<file path="src/rtl/xchg_pkg.sv">
// Package: shared constants for the three-port exchanger.
// Assumes port order A=0, B1=1, B2=2 and stage order A->B1, A->B2,
// B1->A, B2->A throughout the design.
package xchg_pkg;
    localparam int NPORT = 3;
    localparam int NPATH = 4;

    localparam int PORT_A  = 0;
    localparam int PORT_B1 = 1;
    localparam int PORT_B2 = 2;

    localparam int PATH_A_B1 = 0;
    localparam int PATH_A_B2 = 1;
    localparam int PATH_B1_A = 2;
    localparam int PATH_B2_A = 3;

    // Source port feeding a given stage.
    function automatic int path_src(input int path);
        case (path)
            PATH_A_B1, PATH_A_B2: return PORT_A;
            PATH_B1_A:            return PORT_B1;
            default:              return PORT_B2;
        endcase
    endfunction
endpackage

</file>
<file path="src/rtl/xchg_bus_hold.sv">
// Module: per-port keeper. Presents the pin value while the pin is
// driven from outside, and the last such value while it floats.
// Assumes synchronous active-low reset clears the kept value to zero.
module xchg_bus_hold #(
    parameter int W = 12
) (
    input  logic         clk,
    input  logic         rst_n,
    input  logic [W-1:0] pin_in,
    input  logic         pin_vld,
    output logic [W-1:0] seen
);
    logic [W-1:0] kept_q;

    // Remember the last externally driven value.
    always_ff @(posedge clk) begin
        if (!rst_n) begin
            kept_q <= '0;
        end else if (pin_vld) begin
            kept_q <= pin_in;
        end
    end

    // Value the stages see this cycle.
    always_comb begin
        seen = pin_vld ? pin_in : kept_q;
    end
endmodule

</file>
<file path="src/rtl/xchg_path_latch.sv">
// Module: one direction stage. Loads its source at every edge with the
// enable high and keeps its content at every edge with the enable low.
// Assumes enable and data are synchronous to clk.
module xchg_path_latch #(
    parameter int W = 12
) (
    input  logic         clk,
    input  logic         rst_n,
    input  logic         open_en,
    input  logic [W-1:0] d,
    output logic [W-1:0] q
);
    // Sampling register standing in for a transparent latch.
    always_ff @(posedge clk) begin
        if (!rst_n) begin
            q <= '0;
        end else if (open_en) begin
            q <= d;
        end
    end
endmodule

</file>
<file path="src/rtl/bus_xchg3.sv">
// Module: three-port latched bus exchanger (top). Port A talks to ports
// B1 and B2 through four independently enabled direction stages; a route
// select picks which return stage drives A. Pins are split into
// in/valid/out/drive-flag. Assumes one clock domain, synchronous reset.
module bus_xchg3 #(
    parameter int W = 12
) (
    input  logic         clk,
    input  logic         rst_n,
    input  logic [W-1:0] a_pin_in,
    input  logic         a_pin_vld,
    output logic [W-1:0] a_pin_out,
    output logic         a_pin_oe,
    input  logic [W-1:0] b1_pin_in,
    input  logic         b1_pin_vld,
    output logic [W-1:0] b1_pin_out,
    output logic         b1_pin_oe,
    input  logic [W-1:0] b2_pin_in,
    input  logic         b2_pin_vld,
    output logic [W-1:0] b2_pin_out,
    output logic         b2_pin_oe,
    input  logic         le_a_b1,
    input  logic         le_a_b2,
    input  logic         le_b1_a,
    input  logic         le_b2_a,
    input  logic         pick_b1,
    input  logic         a_drive_n,
    input  logic         b1_drive_n,
    input  logic         b2_drive_n
);
    import xchg_pkg::*;

    logic [NPORT-1:0][W-1:0] pin_in;
    logic [NPORT-1:0]        pin_vld;
    logic [NPORT-1:0][W-1:0] seen;
    logic [NPORT-1:0]        drive_n;
    logic [NPORT-1:0]        drive;
    logic [NPATH-1:0]        le;
    logic [NPATH-1:0][W-1:0] held;

    // Gather per-port and per-stage inputs into indexed vectors.
    always_comb begin
        pin_in[PORT_A]   = a_pin_in;
        pin_in[PORT_B1]  = b1_pin_in;
        pin_in[PORT_B2]  = b2_pin_in;
        pin_vld[PORT_A]  = a_pin_vld;
        pin_vld[PORT_B1] = b1_pin_vld;
        pin_vld[PORT_B2] = b2_pin_vld;
        drive_n[PORT_A]  = a_drive_n;
        drive_n[PORT_B1] = b1_drive_n;
        drive_n[PORT_B2] = b2_drive_n;
        le[PATH_A_B1]    = le_a_b1;
        le[PATH_A_B2]    = le_a_b2;
        le[PATH_B1_A]    = le_b1_a;
        le[PATH_B2_A]    = le_b2_a;
    end

    // One keeper and one drive gate per port.
    for (genvar p = 0; p < NPORT; p++) begin : g_port
        xchg_bus_hold #(.W(W)) u_hold (
            .clk     (clk),
            .rst_n   (rst_n),
            .pin_in  (pin_in[p]),
            .pin_vld (pin_vld[p]),
            .seen    (seen[p])
        );
        assign drive[p] = rst_n & ~drive_n[p];
    end

    // One stage per direction, fed from its source port.
    for (genvar s = 0; s < NPATH; s++) begin : g_path
        xchg_path_latch #(.W(W)) u_lat (
            .clk     (clk),
            .rst_n   (rst_n),
            .open_en (le[s]),
            .d       (seen[path_src(s)]),
            .q       (held[s])
        );
    end

    // Route select and output mapping.
    always_comb begin
        a_pin_out  = pick_b1 ? held[PATH_B1_A] : held[PATH_B2_A];
        b1_pin_out = held[PATH_A_B1];
        b2_pin_out = held[PATH_A_B2];
        a_pin_oe   = drive[PORT_A];
        b1_pin_oe  = drive[PORT_B1];
        b2_pin_oe  = drive[PORT_B2];
    end
endmodule

</file>
<file path="config.mk">
export PLATFORM = sky130hd
export DESIGN_NAME = bus_xchg3
export DESIGN_NICKNAME = d
export VERILOG_FILES = /design/src/rtl/xchg_pkg.sv /design/src/rtl/xchg_bus_hold.sv /design/src/rtl/xchg_path_latch.sv /design/src/rtl/bus_xchg3.sv
export SDC_FILE = /design/constraint.sdc
export NUM_CORES = 1
export LEC_CHECK = 0
export BUFFER_PORTS_ARGS = -buffer_cell sky130_fd_sc_hd__buf_2
export CORE_AREA = 2 2 84 86
export CTS_CLUSTER_SIZE = 24
export DETAILED_ROUTE_END_ITERATION = 6
export DIE_AREA = 0 0 86 88
export GPL_ROUTABILITY_DRIVEN = 0
export PLACE_DENSITY = 0.74
export REMOVE_ABC_BUFFERS = 1
export SETUP_SLACK_MARGIN = 0.5
export SLEW_MARGIN = 5
export SYNTH_ARGS = -nofsm -noshare
export SYNTH_HDL_FRONTEND = slang
export SYNTH_SLANG_ARGS = --single-unit
</file>
<file path="constraint.sdc">
create_clock -name clk -period 0.8 [get_ports clk]
set_input_delay 0.04 -clock clk [delete_from_list [all_inputs] [get_ports clk]]
set_output_delay 0.04 -clock clk [all_outputs]
set_load 0.1 [all_outputs]
</file>
# [Word-level counts from Yosys, hierarchy flattened]
# Index checks and enable logic that the tools add are counted.
[op_classes] muxes=4 n_bitwise=6
[op_table] cell="12-bit two-way mux" n=4
[op_table] cell="1-bit bitwise AND" n=3
[op_table] cell="1-bit NOT" n=3
[totals] elab_cells=17 output_inout_bits=39 reg_bits=84 input_bits=49

# [Longest topological paths before layout]
# Gate-level depths: netlist (run 1).
[depth] word_depth=2 mapped_depth=3 ltp_nobuf=2

# [By module]
# Synthesis (run 1) repeated with hierarchy kept, for this count alone.
[unflattened] hier_cells=282 area_unflattened_um2=3520.9
[modules_own_cells] mod="xchg_path_latch" cells_each=38 area_each_um2=450.4 seq_area_each_um2=240.2 instances=4
[modules_own_cells] mod="xchg_bus_hold" cells_each=38 area_each_um2=505.5 seq_area_each_um2=240.2 instances=3
[modules_own_cells] mod="bus_xchg3" cells_each=16 area_each_um2=202.7 seq_area_each_um2=0.0 instances=1

# [Worst setup path after synthesis (run 1)]
# No wires, ideal clock.
[synth_timing] path_type="input-to-output" from="in rst_n" to="out b2_pin_oe" arrival_time_ns=1.689 path_buffers=2 setup_slack_ns=-0.929 stages=3 required_ns=0.760 path_cell_list="buf_2 > buf_2 > nor2b_1"
[synth_via] elab_chain_cells=1
[synth_rtl] element="from (decl)" line="bus_xchg3.sv:9" text="input logic rst_n,"
[synth_rtl] element="1-bit bitwise AND" line="bus_xchg3.sv:67" text="assign drive[p] = rst_n & ~drive_n[p];"
[synth_rtl] element="to (decl)" line="bus_xchg3.sv:21" text="output logic b2_pin_oe,"
# No other way between the ends.

# [Worst setup path in the final report (run 1)]
[layout_timing] from="reg g_path[3].u_lat.q[9]" to="out a_pin_out[9]"
[layout_via] elab_chain_cells=1
[layout_rtl] element="from (decl)" line="xchg_path_latch.sv:11" text="output logic [W-1:0] q"
[layout_rtl] element="from (signal assigned)" line="xchg_path_latch.sv:16" text="q <= '0;"
[layout_rtl] element="from (signal assigned)" line="xchg_path_latch.sv:18" text="q <= d;"
[layout_rtl] element="12-bit two-way mux" line="bus_xchg3.sv:83" text="a_pin_out = pick_b1 ? held[PATH_B1_A] : held[PATH_B2_A];"
[layout_rtl] element="to (decl)" line="bus_xchg3.sv:12" text="output logic [W-1:0] a_pin_out,"
# No other way between the ends.

==> impl_results.md, run 1 <==
- Outcome: finished, violations left
- Failing checks: hold timing, setup timing
- CP Class: register to primary output
- Worst-skew pair later-pin latency: roughly 0.35 ns
- Root Driver: clkbuf_8
- Flop-to-flop setup slack: around 0.010 ns
- Synth unique cells: 9
- Final setup violation count: 36
- Layout cells sized above 1: a little over three fifths
- Vias per cell: about 5.3
- Clock Skews: 0.00676 ns
- Hold Startpoint: b2_pin_in[9]
- Worst path slowest cell: dfxtp_2
- Final worst-path cycle share: 148%
- Fin worst setup slack: -0.383 ns
- CTS Buf Count: 9
- Vias in the first global route: ~2.5k
- Hold Path End: g_port[2].u_hold.kept_q[9]
- Drt drc: 0
- Diode count: 0
- CP arrival: between 1 and 1.5 ns
- CP max stage delay: 0.33 ns
- Crit path max fanout: 2
- Largest family of logic cells by synthesized area: multiplexers
- Core area: between 6000 and 7000 um^2
- Post-Synth XOR/XNOR Area: 0%
- Critical-path cell list: mux2_4, buf_12
- DR WL/cell: about 19 um
- Clock sink count: 84
- Storage cell area: about 1800 um^2
- Via count: about 2.5k
- DRT Pass-1 Iters: 4
- Initial DRC count: approximately 80
- H-tree depth: 3
- I/O Buffers: just under 90
- R2R Path End: g_path[1].u_lat.q[6]
- Synth Instances: 288
- Syn-to-layout area delta: 66.1%
- CP Launch Type: register
- Sw Pwr: between 3 and 4 mW
- Hpwl dp: around 4.8 mm
- Clk pwr share: approximately 28%
- Sequential share of the synthesized area: between 50% and 60%
- Initial antenna violation count: 0
- Total grt overflow: 0
- Slew HR: 72.6%
- Final Hold Slack: -0.0289 ns
- Final Non-Filler Cells: about 470
- Switching Fraction: about a third
- Seq cells post-synth: 84
- Clock Path Buffers: 2
- Largest net degree at the start of global routing: 28
- Commonest non-fill, non-tap cell in the layout: dfxtp_2
- Multi-input gate area: around 1600 um^2
- Total GRT Usage: between 20% and 30%
- Post-synthesis simple-gate area fraction: approximately 8.1%
- Seq pwr share: between 40% and 50%
- Leakage power: 1.99 nW
- Crit path time final: ~1.2 ns
- Worst endpoint required time: 0.76 ns
- Combinational fraction of design power: 28.2%
- Initial core utilization: 45.3%
- Max Cap Violations: 0
- Power consumption: 10.6 mW
- Fillers: a little over 400
- ANT nets after route: 0
- WL final: between 8 and 9 mm
- DIE HEIGHT: 88 um
- Mux cell area share after synthesis: approximately 16%
- Final Hold Vio Count: 12
- Total power per unit cell area: approximately 2100 nW/um^2
- Fmax: about 850 MHz
- Adder-cell area share of the yosys netlist: 0%
- Die area: between 7000 and 8000 um^2
- Cell area after synthesis: approximately 3000 um^2
- Compound-gate portion of the synthesized area: approximately 16%
- CTS tree: built
- Ys Warns: 0
- Reg clk slew, reported paths: roughly 0.090 ns
- Most frequent cells in the layout: 60 x dfxtp_2, 51 x buf_12, 44 x buf_2
- First-pass GRT wire length: roughly 13 mm
- Worst R2R Start: g_path[1].u_lat.q[6]
- Worst reg2reg path depth: 3
- Row count: 30
- Tightest Hold Check Type: input port to register
- Internal: a little over 7 mW
- Placed insts: roughly 450
- # IOs: 88
- Max VDD drop: 0.00193 V
- RSZ-0062 raised after global routing: yes
- Max-slew violations: 0
- Die width: ~86 um
- Total Nets Final: between 400 and 500
- Min-Delay Path Depth: 3
- Crit end category: primary output
- Final Core Density: between 70% and 80%
- Syn avg cell area: 10.4 um^2
- Measured slew at the worst slew-check pin: approximately 0.41 ns
## final cells by class
cell class | count | share of cell area (%)
Timing Repair Buffer | 105 | 26.6
Clock inverter | 5 | 1.05
Tap cell | 80 | 2.00
Clock buffer | 11 | 2.63
Sequential cell | 84 | 35.1
Multi-Input combinational cell | 183 | 32.5
## how the worst max path moves through the flow
stage,from,to,slack (ns)
2_1_floorplan,a_drive_n,a_pin_oe,-0.62
3_3_place_gp,pick_b1,a_pin_out[9],-0.19
3_5_place_dp,pick_b1,a_pin_out[3],-0.23
4_1_cts,g_path[3].u_lat.q[8],a_pin_out[8],-0.38
5_1_grt,g_path[3].u_lat.q[9],a_pin_out[9],-0.42
6_report,g_path[3].u_lat.q[9],a_pin_out[9],-0.38
## synth_stat cells
cell type / n / area share [%]
a21oi_1: 48 / 8.0
buf_6: 3 / 1.1
nor2b_1: 39 / 8.1
buf_2: 5 / 0.83
mux2i_1: 36 / 12
mux2_2: 12 / 4.5
o21ai_0: 48 / 8.0
dfxtp_1: 84 / 56
clkbuf_1: 13 / 1.6
## timing repair
action | in CTS | in global routing
setup endpoints to repair | 123 | 123
gates resized for setup | 137 | 86
setup buffers | 1 | 4
pin swaps | 34 | 20
hold endpoints to repair | 47 | 14
## state kept, by name (all words and copies together), names as in the netlist
| signal | cells |
|---|---|
| g_path.u_lat.q | 48 |
| g_port.u_hold.kept_q | 36 |
## power groups by stage
stage	Clock [mW]	Combinational (mW)	Sequential, mW
after global placement	0	2.36	4.70
final	2.94	2.99	4.70
after detailed placement	0	2.40	4.71
after floorplan	0	0.862	5.24
after global routing	3.15	3.10	4.73
after CTS	2.94	2.76	4.65
## critical path: cells and delay by family, from the launching register on
family   cells  cell delay, ns
buf+inv      1            0.17
flops        1            0.33
mux          1            0.28
## through the flow
step           hold WS, ns  TNS, ns  worst slack [ns]  instance area (um^2)
2_1_floorplan        0.129   -17.29            -0.615                  2900
3_3_place_gp         0.326    -2.37            -0.194                  4080
3_5_place_dp         0.332    -3.45            -0.231                  4080
4_1_cts            -0.0396    -7.76            -0.381                  4710
5_1_grt            -0.0303    -8.91            -0.420                  5000
6_report           -0.0289    -7.57            -0.383                  5000
## kinds of logic after synthesis
group                  count (synthesis)
muxes                                 48
buffers and inverters                 21
AOI/OAI and AO/OA                     96
and+or+nand+nor                       39
DFF                                   84
## routing by layer
metal,track usage [%],part of all wire [%]
met5,0,0
met4,7.94,1.5
met3,9.71,7.4
met2,36.9,51
met1,24.5,40
Note: power is estimated with default switching activity, not from simulation.
==> inputs of run 2 (changes only) <==
--- a/config.mk
+++ b/config.mk
@@ -7,9 +7,11 @@
 export LEC_CHECK = 0
+export ABC_AREA = 1
+export ABC_CLOCK_PERIOD_IN_PS = 800
 export BUFFER_PORTS_ARGS = -buffer_cell sky130_fd_sc_hd__buf_2
-export CORE_AREA = 2 2 84 86
+export CORE_AREA = 2 2 90 92
 export CTS_CLUSTER_SIZE = 24
 export DETAILED_ROUTE_END_ITERATION = 6
-export DIE_AREA = 0 0 86 88
+export DIE_AREA = 0 0 92 94
 export GPL_ROUTABILITY_DRIVEN = 0
-export PLACE_DENSITY = 0.74
+export PLACE_DENSITY = 0.73
 export REMOVE_ABC_BUFFERS = 1
--- a/constraint.sdc
+++ b/constraint.sdc
@@ -3,2 +3,2 @@
 set_output_delay 0.04 -clock clk [all_outputs]
-set_load 0.1 [all_outputs]
+set_load 0.005 [all_outputs]
==> run 2 against run 1 <==
Net effect:
- the flow still finishes with violations (hold timing, setup timing)
- die area up 14%
- flip-flop and latch count did not move
- worst setup slack improved by 0.16 ns
- utilization is 9.3 points lower
- critical path depth rose by 1
- fmax increased by 15%
- sequential share of layout area grew 0.32 points
- sequential power fell by 1%
- synthesized area increased by 17%
- non-clock buffer count grew 2
- critical path type unchanged
- critical endpoint is now a_pin_out[10]
==> impl_results.md, run 2 <==
- Outcome: finished, violations left
- Failing checks: hold timing, setup timing
- Post-synth EDFFs: 0
- Critical-path cell list: inv_2, o21ai_2, buf_2
- Tightest Hold Check Type: input port to register
- Max reg flops: between 40 and 50
- Total grt overflow: 0
- H-tree depth: 3
- Bufs and invs on worst path: 2
- CP arrival: 0.99 ns
- ANT nets after route: 0
- Post-route cell area: approximately 5000 um^2
- Initial core utilization: a little under half
- Synth async-reset ratio: 0%
- Initial DRC count: roughly 150
- RSZ-0062 raised after global routing: yes
- Final Non-Filler Cells: 700
- Commonest non-fill, non-tap cell in the layout: nand2_1
- Biggest register: g_path.u_lat.q
- Crit path time final: around 1 ns
- Hpwl dp: about 5.2 mm
- CP Class: register to primary output
- Final setup violation count: 37
- DR WL/cell: roughly 13 um
- Crit end category: primary output
- Area contributors post-synth: dfxtp_1 48%, nand2_1 13%, nor2_1 11%
- Cell area after synthesis: roughly 3500 um^2
- CP Launch Type: register
- Clock Path Buffers: 2
- Fmax: slightly below 1000 MHz
- Vias in the first global route: ~3.2k
- CP max stage delay: roughly 0.33 ns
- Top Metal Used: met4
- Total Nets Final: 642
- Total power per unit cell area: around 1800 nW/um^2
- Max Cap Violations: 0
- Final Hold Vio Count: 19
- CTS tree: built
- Max VDD drop: around 0.0013 V
- Fillers: ~630
- Vias per cell: a little under 5
- Die width: ~90 um
- Reg clk slew, reported paths: approximately 0.080 ns
- Worst-skew pair later-pin latency: about 0.35 ns
- Internal: ~6.6 mW
- Largest net degree at the start of global routing: 33
- Placed insts: 675
- Crit path max fanout: 2
- Max-slew violations: 0
- DIE HEIGHT: approximately 94 um
- # IOs: 88
- Leakage power: 2.61 nW
- Post-route setup TNS: -3.26 ns
- Most frequent cells in the layout: 98 x nand2_1, 81 x buf_2, 75 x dfxtp_2
- Total GRT Usage: about a fifth
- Worst endpoint required time: between 0.7 and 0.8 ns
- Clock sink count: 84
- Seq cells post-synth: 84
- Sw Pwr: 2.51 mW
- First-pass GRT wire length: 13.8 mm
- Metal3 WL: about 460 um
- Syn-to-layout area delta: 43.0%
- Measured slew at the worst slew-check pin: 0.565 ns
- CTS Buf Count: 9
- Final Hold Slack: -0.0443 ns
- Wire length on met2: about 4.5 mm
- Row count: 32
- Most frequent cell after synthesis: nand2_1
- Largest area contributor in the netlist: dfxtp_1
- Drt drc: 0
- Layout cells sized above 1: between 50% and 60%
- Die area: ~8600 um^2
- Synth cell count leaders: 122 x nand2_1, 99 x nor2_1, 84 x dfxtp_1
- Via count: about 3.4k
- Diode count: 0
- Combinational fraction of design power: 17.6%
- Slew HR: between 60 and 70%
- Synth top area share: 47.9%
- Seq pwr share: 51.1%
- I/O Buffers: 87
- Predominant post-synthesis flop cell: dfxtp_1
- Largest registers: g_path.u_lat.q (48), g_port.u_hold.kept_q (36)
- Clock Skews: between 0.006 and 0.007 ns
- DRT Pass-1 Iters: 4
- Cell family with most CP delay: flip-flops
- Core area: approximately 7600 um^2
- Synth Instances: 500
- Root Driver: clkbuf_8
- WL final: 8.99 mm
- Switching Fraction: around 28%
- Initial antenna violation count: 0
- DP Area: between 4000 and 5000 um^2
- Synth unique cells: 13
- Sequential share of the synthesized area: between 40% and 50%
- Final worst-path cycle share: 129%
- Ys Warns: 0
- Fin worst setup slack: -0.228 ns
- Syn avg cell area: around 7 um^2
- Post-route met1 wirelength: between 3 and 4 mm
- Power consumption: about 9 mW
- Worst path slowest cell: dfxtp_2
- Clk pwr share: a little under a third
==> run 2: layer usage <==
metal,GRT usage [%],vias to the layer above
li1,-,1703
met1,23.0,1555
met2,35.6,86
met3,4.41,21
met4,8.21,0
met5,0,-
==> run 2: cell families (layout without fill, tap and decap cells) <==
family | Yosys count | count (layout) | share of synthesized area [%]
buf+inv | 89 | 187 | 11.5
compound gates | 48 | 48 | 6.85
flops | 84 | 84 | 47.9
simple gates | 279 | 279 | 33.7
==> run 2: power by group through the flow <==
stage	Combinational, mW	Clock [mW]	Sequential, mW
global route	1.77	3.08	4.68
finish	1.60	2.85	4.65
floorplan	0.623	0	4.65
global placement	1.20	0	4.66
CTS	1.41	2.90	4.61
detailed placement	1.22	0	4.66
==> run 2: worst paths after layout <==
| kind | slack (ns) | startpoint | to | depth (start not counted) |
|---|---|---|---|---|
| setup / recovery | -0.23 | g_path[3].u_lat.q[10] | a_pin_out[10] | 3 |
| hold / removal | -0.04 | b1_pin_in[0] | g_port[1].u_hold.kept_q[0] | 3 |
| setup reg to reg | -0.02 | g_path[3].u_lat.q[4] | g_path[3].u_lat.q[4] | 6 |
| hold reg to reg | 0.47 | g_port[1].u_hold.kept_q[7] | g_port[1].u_hold.kept_q[7] | 2 |
==> run 2: per-stage QoR <==
stage | util (%) | setup WS [ns]
CTS | 61.3 | -0.234
detailed placement | 53.9 | -0.165
floorplan | - | -0.255
finish | 66.0 | -0.228
global placement | 53.9 | -0.127
global route | 66.0 | -0.270
==> run 2: what timing repair did <==
item	4_1_cts	5_1_grt
endpoints found under the setup margin	123	123
hold endpoints to repair	26	16
gates resized for setup	127	117
cloned	1	0
buffers inserted	6	2
pin swaps	23	36
==> run 2: area by class of cell <==
cell class	instances	area, um^2	share of cell area (%)
Clock buffer	12	165	3.29
Clock inverter	4	22.5	0.449
Inverter	64	248	4.94
Multi-Input combinational cell	327	1890	37.7
Sequential cell	84	1780	35.5
Tap cell	102	128	2.54
Timing Repair Buffer	107	783	15.6
==> run 2: worst min-delay path, stage by stage <==
cell and delay [ns]:
buf_2 0.10, nand2_1 0.07, a21oi_1 0.06
